File: config.mk
export PLATFORM = sky130hd
export DESIGN_NAME = dual_timer8
export DESIGN_NICKNAME = d
export VERILOG_FILES = /design/src/rtl/dual_timer8.sv
export SDC_FILE = /design/constraint.sdc
export NUM_CORES = 1
export LEC_CHECK = 0
export BUFFER_PORTS_ARGS = -buffer_cell sky130_fd_sc_hd__buf_4
export CAP_MARGIN = 20
export CORE_MARGIN = 2
export CORE_UTILIZATION = 35
export CTS_CLUSTER_DIAMETER = 120
export DETAILED_ROUTE_END_ITERATION = 7
export SKIP_LAST_GASP = 1
export SYNTH_ARGS = -nofsm -noshare
export SYNTH_HDL_FRONTEND = slang
export SYNTH_SLANG_ARGS = --single-unit
File: constraint.sdc
create_clock -name clk -period 5 [get_ports clk]
set_input_delay 0.75 -clock clk [delete_from_list [all_inputs] [get_ports clk]]
set_output_delay 0.75 -clock clk [all_outputs]
set_load 0.01 [all_outputs]
File: src/rtl/dual_timer8.sv
module dual_timer8 (
  input  logic       clk,
  input  logic       rst_n,
  input  logic       wr_en,
  input  logic [2:0] addr,
  input  logic [7:0] wdata,
  output logic [7:0] rdata,
  input  logic       ext_clk,
  output logic [1:0] wave_out,
  output logic [1:0] flag_cma,
  output logic [1:0] flag_cmb,
  output logic [1:0] flag_ovf
);
  localparam int PW = 13;

  logic [PW-1:0] pre;
  logic [2:0]    ext_q;
  logic [6:0]    ctl [2];
  logic [7:0]    cnt [2];
  logic [7:0]    cpa [2];
  logic [7:0]    cpb [2];
  logic          ext_rise, tk0, tk1, wrap0;
  logic [1:0]    tk, ha, hb, ov, fclr;

  function automatic logic src_tick(input logic [2:0] sel, input logic [PW-1:0] p, input logic ex);
    case (sel)
      3'd0:    return 1'b1;
      3'd1:    return p[0];
      3'd2:    return &p[2:0];
      3'd3:    return &p[4:0];
      3'd4:    return &p[5:0];
      3'd5:    return &p[9:0];
      3'd6:    return &p[12:0];
      default: return ex;
    endcase
  endfunction

  assign ext_rise = ext_q[1] & ~ext_q[2];
  assign tk0      = ctl[0][6] & src_tick(ctl[0][2:0], pre, ext_rise);
  assign wrap0    = tk0 && cnt[0] == 8'hFF && !(ctl[0][5] && cnt[0] == cpa[0]);
  assign tk1      = ctl[1][3] ? wrap0 : (ctl[1][6] & src_tick(ctl[1][2:0], pre, ext_rise));
  assign tk       = {tk1, tk0};

  always_comb begin
    for (int c = 0; c < 2; c++) begin
      ha[c]   = tk[c] && cnt[c] == cpa[c];
      hb[c]   = tk[c] && cnt[c] == cpb[c];
      ov[c]   = tk[c] && cnt[c] == 8'hFF && !(ctl[c][5] && ha[c]);
      fclr[c] = wr_en && addr == {1'(c), 2'd0} && wdata[7];
    end
  end

  always_comb begin
    case (addr[1:0])
      2'd0:    rdata = {1'b0, ctl[addr[2]]};
      2'd1:    rdata = cnt[addr[2]];
      2'd2:    rdata = cpa[addr[2]];
      default: rdata = cpb[addr[2]];
    endcase
  end

  always_ff @(posedge clk) begin
    if (!rst_n) begin
      pre      <= '0;
      ext_q    <= '0;
      wave_out <= '0;
      flag_cma <= '0;
      flag_cmb <= '0;
      flag_ovf <= '0;
      for (int c = 0; c < 2; c++) begin
        ctl[c] <= '0;
        cnt[c] <= '0;
        cpa[c] <= 8'hFF;
        cpb[c] <= 8'hFF;
      end
    end else begin
      pre   <= pre + 1'b1;
      ext_q <= {ext_q[1:0], ext_clk};
      for (int c = 0; c < 2; c++) begin
        if (wr_en && addr == {1'(c), 2'd0})
          ctl[c] <= (c == 0) ? {wdata[6:4], 1'b0, wdata[2:0]} : wdata[6:0];
        if (wr_en && addr == {1'(c), 2'd2}) cpa[c] <= wdata;
        if (wr_en && addr == {1'(c), 2'd3}) cpb[c] <= wdata;
        if (wr_en && addr == {1'(c), 2'd1})
          cnt[c] <= wdata;
        else if (tk[c])
          cnt[c] <= (ctl[c][5] && ha[c]) ? 8'h00 : cnt[c] + 8'd1;
        flag_cma[c] <= (flag_cma[c] & ~fclr[c]) | ha[c];
        flag_cmb[c] <= (flag_cmb[c] & ~fclr[c]) | hb[c];
        flag_ovf[c] <= (flag_ovf[c] & ~fclr[c]) | ov[c];
        if (tk[c]) begin
          if (ctl[c][4]) begin
            if (hb[c])      wave_out[c] <= 1'b0;
            else if (ha[c]) wave_out[c] <= 1'b1;
          end else if (hb[c]) begin
            wave_out[c] <= ~wave_out[c];
          end
        end
      end
    end
  end
endmodule


# Yosys cells after proc, flatten, opt, wreduce, memory -nomap -nowiden
# Memories as Yosys holds them, arrays and structs flattened.
# Cells that the tools add are included.
dict set report word_totals {
  regBits 24
  ram_bits 62
  in_bits 15
  n_memories 4
}
dict set report op_classes {
  n_addsub 3
  eq_ne 27
  muxes 57
  bitwise_logic 30
  reduce_logical 40
}
# memory words width read_ports rd_ports_with_merged_regs wr line_no
set memory_table {}
lappend memory_table {cnt 2 8 3 0 2 19} ;# logic [7:0] cnt [2];
lappend memory_table {cpa 2 8 3 0 2 20} ;# logic [7:0] cpa [2];
lappend memory_table {cpb 2 8 3 0 2 21} ;# logic [7:0] cpb [2];
lappend memory_table {ctl 2 7 3 0 2 18} ;# logic [6:0] ctl [2];
# operator count
set ops {}
lappend ops {{two-way mux 8 bit} 10}
lappend ops {{two-way mux 1 bit} 42}
lappend ops {{equality test 8 bit} 4}
lappend ops {{equality test 3 bit (second input constant)} 10}
lappend ops {{case mux 8 bit (3 select lines)} 1}
lappend ops {{logical AND 1 bit} 22}
lappend ops {{equality test 3 x 2 -> 1 bit (second input constant)} 6}
lappend ops {{adder 8 x 1 -> 8 bit (second input constant)} 2}
lappend ops {{equality test 8 bit (second input constant)} 2}
lappend ops {{OR 1 bit} 16}
lappend ops {{two-way mux 7 bit} 2}
lappend ops {{case mux 1 bit (7 select lines)} 2}
lappend ops {{adder 13 x 1 -> 13 bit (second input constant)} 1}
lappend ops {{AND reduction 13 bit} 1}
lappend ops {{AND reduction 10 bit} 1}
lappend ops {{bitwise AND 1 bit} 9}
lappend ops {{equality test 3 x 1 -> 1 bit (second input constant)} 3}
lappend ops {{logical NOT 3 bit} 3}
lappend ops {{AND reduction 3 bit} 3}
lappend ops {{nonzero test 2 bit} 4}
lappend ops {{AND reduction 6 bit} 1}
lappend ops {{NOT 1 bit} 5}
lappend ops {{AND reduction 5 bit} 1}
lappend ops {{logical NOT 1 bit} 3}
lappend ops {{3 further kinds} 3}

# Longest topological paths before layout
# Gate-level depths: netlist (run 1).
dict set report logic_depth {
  word_depth 12
  depth_mapped 11
}

# Worst setup path after synthesis (run 1)
# Ideal clock, no wire load.
dict set report synth_timing {
  path_type {input to output}
  start {input addr[2]}
  end {output rdata[2]}
  arrival_ns 2.126
  setup_slack_ns 2.124
  stages 5
  path_buffers 3
  cell_sequence {clkbuf_1 clkbuf_1 clkbuf_1 o21ai_0 a221o_1}
}
dict set report synth_between {
  elab_chain_len 2
  word_cells_on_any_way 5
  cone_classes {mux (1); memory (4)}
}
# element line_no
set synth_lines {}
lappend synth_lines {{start: declaration} 5} ;# input logic [2:0] addr,
lappend synth_lines {{memory (2 x 8 bit), or another cell as far along} -}
lappend synth_lines {{case mux 8 bit (3 select lines) *} 54} ;# case (addr[1:0])
lappend synth_lines {{end: declaration} 7} ;# output logic [7:0] rdata,
# Every way passes the cells marked *; elsewhere a longest branch is shown, timed or not.

# Worst setup path in the final report (run 1)
dict set report layout_timing {
  start {input addr[2]}
  end {output rdata[0]}
}
# The elaborated chain is that of the path after synthesis.

==> impl_metrics.ini, run 1 <==
[global_routing]
grt_pass1_vias = 3530
grt_pass1_wl_um = 20200
grt_antenna_before_repair = 0
gr-total-overflow = 0
grtUsageTotal = 0.190
grt_start_max_net_pins = 35

[floorplanning]
start_util = 0.354
die_y_um = 119
fp-row-count = 42
die_w_um = 119
io_pins = 31
core_area_um2 = 13100
die_area_um2 = 14200

[cts]
cts_root_buf = clkbuf_16
clk_pin_slew_ns = 0.06
post_cts_buffers = 0
holdBufCountCts = 0
htree_levels = 3
cts_resized = 0
clk_latency_ns = 0.34
clk_path_buf_depth = 2
cts_tree = built
clock-sinks = 85
numCtsBuffers = 9

[timing]
period_needed_ns = 2.85
holdWs_ns = 0.459
tightest_slew_ns = 1.03
setup_viol = 0
maxSlewHeadroom = 0.310
fin_tns_setup_ns = 0
clock.fmax_ghz = 0.351
clock_skew_ns = 0.00797
slew_viol_final = 0
rsz0062_at_grt = no
post-route-period-util = 0.570
hold_violations = 0

[place]
gp_congestion = 0.935
post-dp-hpwl_um = 9460
port_buffers = 30

[power]
intPower_uw = 1330
power_uw = 1790
p_sw_frac = 0.256
ir_drop_mv = 0.205
p_leak_uw = 0.00187
pwr-share-clk = 0.401
power_density_nw_per_um2 = 336
seqPwrFrac = 0.481
power.share.combinational = 0.118
net-switching-power_uw = 459

[yosys]
ys_ff_latch = 85
synth_area_um2 = 4640
syn-num-nets = 464
synthDistinctLibCells = 48
synthArstFlopShare = 0
synth.avg_cell_area_um2 = 10.4
synth_edf_count = 61
yosys_warnings = 0
ys_seq_area_frac = 0.499
synth_ff_type = edfxtp_1
synth_cells = 444

[critical_path]
r2r_cells = 10
cp-start-kind = input pin
crit_required_ns = 4.25
critPathArrivalTime_ns = 2.10
cp-end-kind = output port
crit_chain = buf_4, mux4_2, mux2_2, buf_4
slowest_delay_ns = 0.59
rrSetupSlack_ns = 2.15
cp_top_family = multiplexers
crit_path_frequent_cell = buf_4
cpMaxStageDelayCell = mux4_2
worst-path-buf-inv = 2
worstPathMaxFanout = 34
r2r-end = cnt[1][5]
crit-reg2reg-launch = pre[0]
crit_type = in2out

[drt]
via_per_inst = 5.54
first_iter_violations = 290
wl_per_cell_um = 20.2
drt_pass1_iterations = 5
drc = 0
postRouteAntennaNets = 0
via_count = 3571
routed_wl_um = 13000

[cells_and_area]
final_layout_size_suffix_gt1_frac = 0.171
fin_nets = 484
diodes = 0
area_growth_pct = 15.0
fillers = 1270
post-route-util = 0.407

[worst_hold_path]
hold_path_depth = 1
hp-start = ext_q[0]
hold_path_class = reg2reg
min_to = ext_q[1]

[run]
cap_violations = 0

[run_status]
outcome = complete, no violations
==> layout by cell type, fill, tap and decap left out, drive strengths merged, types with 3 or more instances in the layout <==
cell and instances:
a22oi 3, buf 36, nand3 28, edfxtp 61, a22o 3, or2 17
o211ai 3, dfxtp 24, inv 6, clkinvlp 3, o2bb2ai 9, nand2b 10
clkbuf 10, and2 14, xnor2 23, nor2b 4, o21ai 21, ha 5
nor2 35, nor3 8, nand3b 3, a21oi 21, nor4 7, nand2 28
mux4 5, and3 5, a221o 3, o31ai 4, xor2 28, nand4 7
a31oi 4, mux2i 12
==> kinds of logic after synthesis <==
| logic type | Yosys count | share of synthesized area |
|---|---|---|
| flip-flops | 85 | 0.499 |
| AO/OA/AOI/OAI | 78 | 0.113 |
| XOR/XNOR | 51 | 0.0964 |
| AND/OR/NAND/NOR | 172 | 0.194 |
| buffers and inverters | 34 | 0.0297 |
| multiplexers | 19 | 0.0551 |
| adder cells (fa/ha/maj) | 5 | 0.0135 |
==> registers in the layout, indices dropped and copies added (netlist names) <==
| name | cells |
|---|---|
| wave_out | 2 |
| cpb | 16 |
| ext_q | 3 |
| ctl | 13 |
| cnt | 16 |
| pre | 13 |
| flag_cma | 2 |
| cpa | 16 |
| flag_ovf | 2 |
| flag_cmb | 2 |
==> cell type report <==
type	instances	area, um^2	share of cell area
clock buffers	10	229	0.0429
clock inverters	6	87.6	0.0164
inverters	7	26.3	0.00493
multi-input cells	325	2190	0.410
flip-flops and latches	85	2310	0.434
well taps	176	220	0.0413
repair buffers	36	270	0.0507
==> metrics by stage <==
step | instances | instance area, um^2 | setup WS, ns
after floorplan | 444 | 4640 | 2.12
after global placement | 628 | 5010 | 1.92
after detailed placement | 629 | 5010 | 1.84
after CTS | 645 | 5330 | 2.16
after global routing | 645 | 5330 | 1.95
final | 645 | 5330 | 2.15
==> power groups by stage <==
stage          Combinational [uW]  Clock, uW  Sequential, uW
5_1_grt                       231        753             866
4_1_cts                       211        724             861
3_3_place_gp                  203          0             875
3_5_place_dp                  208          0             876
6_report                      212        718             861
2_1_floorplan                 158          0             838
==> how the worst max path moves through the flow <==
stage / start / to / slack (ns) / depth (start not counted)
final: addr[2] / rdata[0] / 2.15 / 4
after global routing: pre[0] / cnt[1][3] / 1.95 / 10
after CTS: addr[2] / rdata[0] / 2.16 / 4
after detailed placement: rst_n / cnt[1][4] / 1.84 / 7
after global placement: rst_n / cnt[1][5] / 1.92 / 7
after floorplan: addr[2] / rdata[2] / 2.12 / 5
==> cell usage after synthesis (2+ instances only) <==
library cell,number,area (um^2)
nor3_1,8,40.0
mux4_2,5,113
nand3b_1,3,22.5
o211ai_1,2,15.0
nor2_1,35,131
o2bb2ai_1,9,78.8
clkbuf_1,20,75.1
nand2_1,28,105
and3_1,5,31.3
inv_1,6,22.5
a21oi_1,21,105
a32oi_1,2,17.5
buf_1,4,15.0
edfxtp_1,61,1830
dfxtp_1,24,480
or2_2,17,106
nor4_1,6,37.5
buf_2,2,10.0
a22oi_1,3,22.5
nand3_1,28,140
nand2b_1,10,62.6
xnor2_1,23,201
and2_1,14,87.6
mux2_2,2,22.5
a31oi_1,4,25.0
nor3b_1,2,15.0
ha_1,5,62.6
xor2_1,28,245
a22o_1,3,26.3
or3_1,2,12.5
a221o_1,3,30.0
o31ai_1,4,30.0
o21ai_0,21,105
nand4_1,6,37.5
nor2b_1,4,25.0
mux2i_1,12,120
==> worst reg2reg max path: stages, from the launching register on <==
cell	delay (ns)
dfxtp_1	0.44
ha_1	0.22
nand3_1	0.16
inv_1	0.12
ha_1	0.19
mux2i_1	0.08
nand3b_1	0.11
o211ai_2	0.17
nor4_1	0.56
nor2_1	0.14
nand2_1	0.32
==> per-layer routing <==
layer  global-route usage  share of wire  vias to the layer above  routed length [um]
li1                     -              -                     1647                   -
met1                0.260           0.44                     1752                5720
met2                0.293           0.46                      154                6030
met3               0.0445          0.076                       18                 993
met4               0.0699          0.023                        0                 303
met5                    0              0                        -                   0
Power figures use the tool's default switching activity.
==> run 2: changes to the inputs <==
Clock period 5 ns to 2.4 ns, I/O delays scaled along.
==> impl_metrics.ini, run 2 (synthesis gave the netlist of run 1 again) <==
[cts]
cts_tree = built
cts_root_buf = clkbuf_16
clk_latency_ns = 0.35
clk_path_buf_depth = 2
htree_levels = 3
numCtsBuffers = 9
holdBufCountCts = 0
clk_pin_slew_ns = 0.06
clock-sinks = 85

[cells_and_area]
fillers = 1260
layout.cells.most_common = edfxtp_1
area_growth_pct = 19.4
final_layout_size_suffix_gt1_frac = 0.213
diodes = 0
multi_input_area_um2 = 2240
fin_nets = 504
ff_latch_area_um2 = 2310
top_regs = cnt x16, cpa x16, cpb x16
final_cell_mix = edfxtp_1, buf_4, nor2_1, xor2_1

[critical_path]
r2r-end = cnt[1][2]
crit_required_ns = 2.04
slowest_delay_ns = 0.58
critPathArrivalTime_ns = 1.94
crit_type = reg2out
crit-reg2reg-launch = pre[0]
cp-start-kind = register
worstPathMaxFanout = 6
cpMaxStageDelayCell = mux4_2
r2r_cells = 11
crit_chain = mux4_2, mux2_2, buf_4
rrSetupSlack_ns = 0.10
cp-end-kind = output port

[drt]
first_iter_violations = 333
routed_wl_um = 13600
postRouteAntennaNets = 0
top_layer_used = met4
drc = 0
wl_per_cell_um = 20.4
via_per_inst = 5.53
wl_met1_um = 6040
dr_wl_met2_um = 6150
drt_pass1_iterations = 5
wl_met3_um = 926
via_count = 3676

[run_status]
outcome = complete, no violations

[timing]
slew_viol_final = 0
clock_skew_ns = 0.00636
fin_ws_ns = 0.105
post-route-period-util = 0.956
tightest_slew_ns = 0.660
maxSlewHeadroom = 0.557
hold_violations = 0
clock.fmax_ghz = 0.436
period_needed_ns = 2.30
holdWs_ns = 0.225
setup_viol = 0

[power]
p_leak_uw = 0.00198
ir_drop_mv = 0.340
net-switching-power_uw = 963
power.share.combinational = 0.131
intPower_uw = 2810
power_density_nw_per_um2 = 682
p_sw_frac = 0.255
pwr-share-clk = 0.394
seqPwrFrac = 0.474

[global_routing]
grt_pass1_wl_um = 21100
grt_pass1_vias = 3710
grt_start_max_net_pins = 35
grt_antenna_before_repair = 0
gr-total-overflow = 0
grtUsageTotal = 0.200

[floorplanning]
fp-row-count = 42
start_util = 0.354
core_area_um2 = 13100
die_y_um = 119
io_pins = 31
die_area_um2 = 14200
die_w_um = 119

[worst_hold_path]
min_to = ext_q[0]
hold_path_class = in2reg
hold_path_depth = 2
hp-start = ext_clk

[run]
cap_violations = 0

[place]
gp_congestion = 0.940
place_ws_ns = -0.0469
port_buffers = 30
post-dp-hpwl_um = 9830
-- run 2: metal layers --
layer  global-route usage  up-vias
met5                    0        -
met4               0.0938        0
met3               0.0421       32
met2                0.303      172
met1                0.272     1785
li1                     -     1687
-- run 2: worst max path at each step --
stage / startpoint / end / slack [ns]
after global placement: pre[1] / cnt[1][1] / 0.04
after CTS: pre[1] / cnt[1][4] / 0.007
after detailed placement: pre[1] / cnt[1][3] / -0.05
after floorplan: addr[1] / cpa[1][0] / -0.06
after global routing: pre[0] / cnt[1][2] / -0.01
final: cnt[1][0] / rdata[0] / 0.10
-- run 2: power groups by stage --
stage | clock network, uW | registers (uW) | logic [uW]
finish | 1490 | 1790 | 495
global placement | 0 | 1810 | 469
global route | 1570 | 1800 | 538
floorplan | 0 | 1750 | 328
CTS | 1510 | 1780 | 482
detailed placement | 0 | 1810 | 479
-- run 2: stage by stage --
step / instance area, um^2 / power (uW) / cells / util / setup TNS (ns)
floorplan: 4640 / 2070 / 444 / - / -0.946
global placement: 5160 / 2280 / 648 / 0.394 / 0
detailed placement: 5160 / 2290 / 648 / 0.394 / -0.374
CTS: 5470 / 3780 / 664 / 0.418 / 0
global route: 5530 / 3900 / 665 / 0.423 / -0.0149
finish: 5530 / 3770 / 665 / 0.423 / 0
-- run 2: worst max-delay path: cells and delay by family (launching register included) --
kind | cells | cell delay [ns]
DFF | 1 | 0.55
muxes | 2 | 0.89
buffers and inverters | 1 | 0.15
-- run 2: final cells by class --
| cell class | count | area share |
|---|---|---|
| Sequential cell | 85 | 0.418 |
| Clock buffer | 12 | 0.0427 |
| Tap cell | 176 | 0.0398 |
| Multi-Input combinational cell | 325 | 0.404 |
| Inverter | 7 | 0.00475 |
| Clock inverter | 4 | 0.0136 |
| Timing Repair Buffer | 56 | 0.0767 |
-- run 2: repair_timing --
item,CTS,global route
pin swaps,0,3
buffers inserted,0,2
setup endpoints to repair,8,24
resized for setup,1,10
==> run 3: changes to the inputs <==
Settings changed: CORE_UTILIZATION 35 to 50, PLACE_DENSITY set to 0.68.
Clock period 2.4 ns to 2.35 ns, I/O delays scaled along.
==> impl_metrics.ini, run 3 (synthesis gave the netlist of run 1 again) <==
[critical_path]
rrSetupSlack_ns = 0.04
crit-reg2reg-launch = ctl[0][0]
crit_type = reg2out
crit_start = cnt[0][0]
crit_required_ns = 2.00
crit_path_frequent_cell = buf_4
cpMaxStageDelayCell = mux4_2
cp-end-kind = output port
cp-start-kind = register
critPathArrivalTime_ns = 2.00
slowest_delay_ns = 0.50
worstPathMaxFanout = 4
crit_chain = buf_4, mux4_2, mux2_2, buf_4

[place]
gp_congestion = 0.960
port_buffers = 30
post-dp-hpwl_um = 9370

[cts]
clock-sinks = 85
clk_pin_slew_ns = 0.09
clk_path_buf_depth = 2
cts_root_buf = clkbuf_8
cts_tree = built
clk_latency_ns = 0.36
holdBufCountCts = 0
numCtsBuffers = 9
htree_levels = 3

[cells_and_area]
top_regs = cnt x16, cpa x16, cpb x16
post-route-util = 0.612
layout.cells.most_common = buf_4
diodes = 0
final_cell_mix = buf_4, edfxtp_1, nor2_1, nand2_1, xor2_1
fin_nets = 518
area_growth_pct = 20.2
final_layout_size_suffix_gt1_frac = 0.254

[floorplanning]
core_area_um2 = 9110
start_util = 0.509
die_area_um2 = 10100
io_pins = 31
die_y_um = 100
fp-row-count = 35
die_w_um = 100

[drt]
via_count = 3700
drc = 0
postRouteAntennaNets = 0
first_iter_violations = 288
routed_wl_um = 12900
wl_per_cell_um = 20.9
via_per_inst = 6.03
drt_pass1_iterations = 5

[timing]
rsz0062_at_grt = yes
tightest_slew_ns = 0.588
setup_viol = 1
maxSlewHeadroom = 0.605
fin_ws_ns = -0.00441
period_needed_ns = 2.35
post-route-period-util = 1.00
slew_viol_final = 0
fin_tns_setup_ns = -0.00441
clock.fmax_ghz = 0.425
holdWs_ns = 0.197
clock_skew_ns = 0.00873
hold_violations = 0

[global_routing]
grt_pass1_wl_um = 19600
grt_pass1_vias = 3510
gr-total-overflow = 0
grtUsageTotal = 0.263
grt_antenna_before_repair = 0
grt_start_max_net_pins = 35

[run]
cap_violations = 0

[worst_hold_path]
hold_path_class = in2reg
hp-start = ext_clk

[power]
power_density_nw_per_um2 = 632
p_leak_uw = 0.00203
ir_drop_mv = 0.397

[run_status]
outcome = finished with violations
violations = setup timing
run 3: cell count changes in the layout (fill, tap and decap cells not counted), sizes merged:
| cell | change |
|---|---|
| inv | +2 |
| buf | +14 |
| clkinv | +1 |
| clkbuf | -3 |
run 3: path summary, 6_finish.rpt:
check / end / depth (start not counted)
max: rdata[0] / 4
max reg2reg: cnt[1][0] / 7
min reg2reg: ext_q[1] / 1
min: ext_q[0] / 2
run 3: critical path: cells and delay by family, from the launching register on:
kind	cells	cell delay [ns]
buffers and inverters	2	0.36
flip-flops	1	0.49
multiplexers	2	0.80
run 3: repair_timing:
action,4_1_cts,5_1_grt
resized for setup,2,25
cloned,0,1
setup endpoints to repair,16,34
setup buffers,2,6
endpoints found under the hold margin,0,0
pin swaps,3,5
run 3: final cells by class:
type,instances,area [um^2]
clock buffer,9,124
clock inverter,7,96.3
fill,781,3530
timing repair buffer,70,556
sequential,85,2310
tap,111,139
multi-input combinational,325,2320
inverter,7,26.3
run 3: report_power, final:
part | total, uW | internal (uW) | switching (uW)
clock network | 1160 | 602 | 554
logic | 551 | 263 | 288
registers | 1810 | 1700 | 112
total | 3520 | 2570 | 954
run 3: through the flow:
step	instances	area (um^2)	total power, uW	setup slack (ns)
after global routing	614	5570	3660	-0.0200
after global placement	590	5140	2340	-0.0170
after CTS	608	5400	3490	0.00361
final	614	5570	3520	-0.00441
after floorplan	444	4640	2120	-0.102
after detailed placement	590	5140	2350	-0.145
run 3: layer usage:
layer  vias up  part of all wire  global-route usage
li1       1720                 -                   -
met2       154              0.48               0.419
met3        20             0.061              0.0453
met5         -                 0                   0
met1      1806              0.44               0.367
met4         0             0.020              0.0885
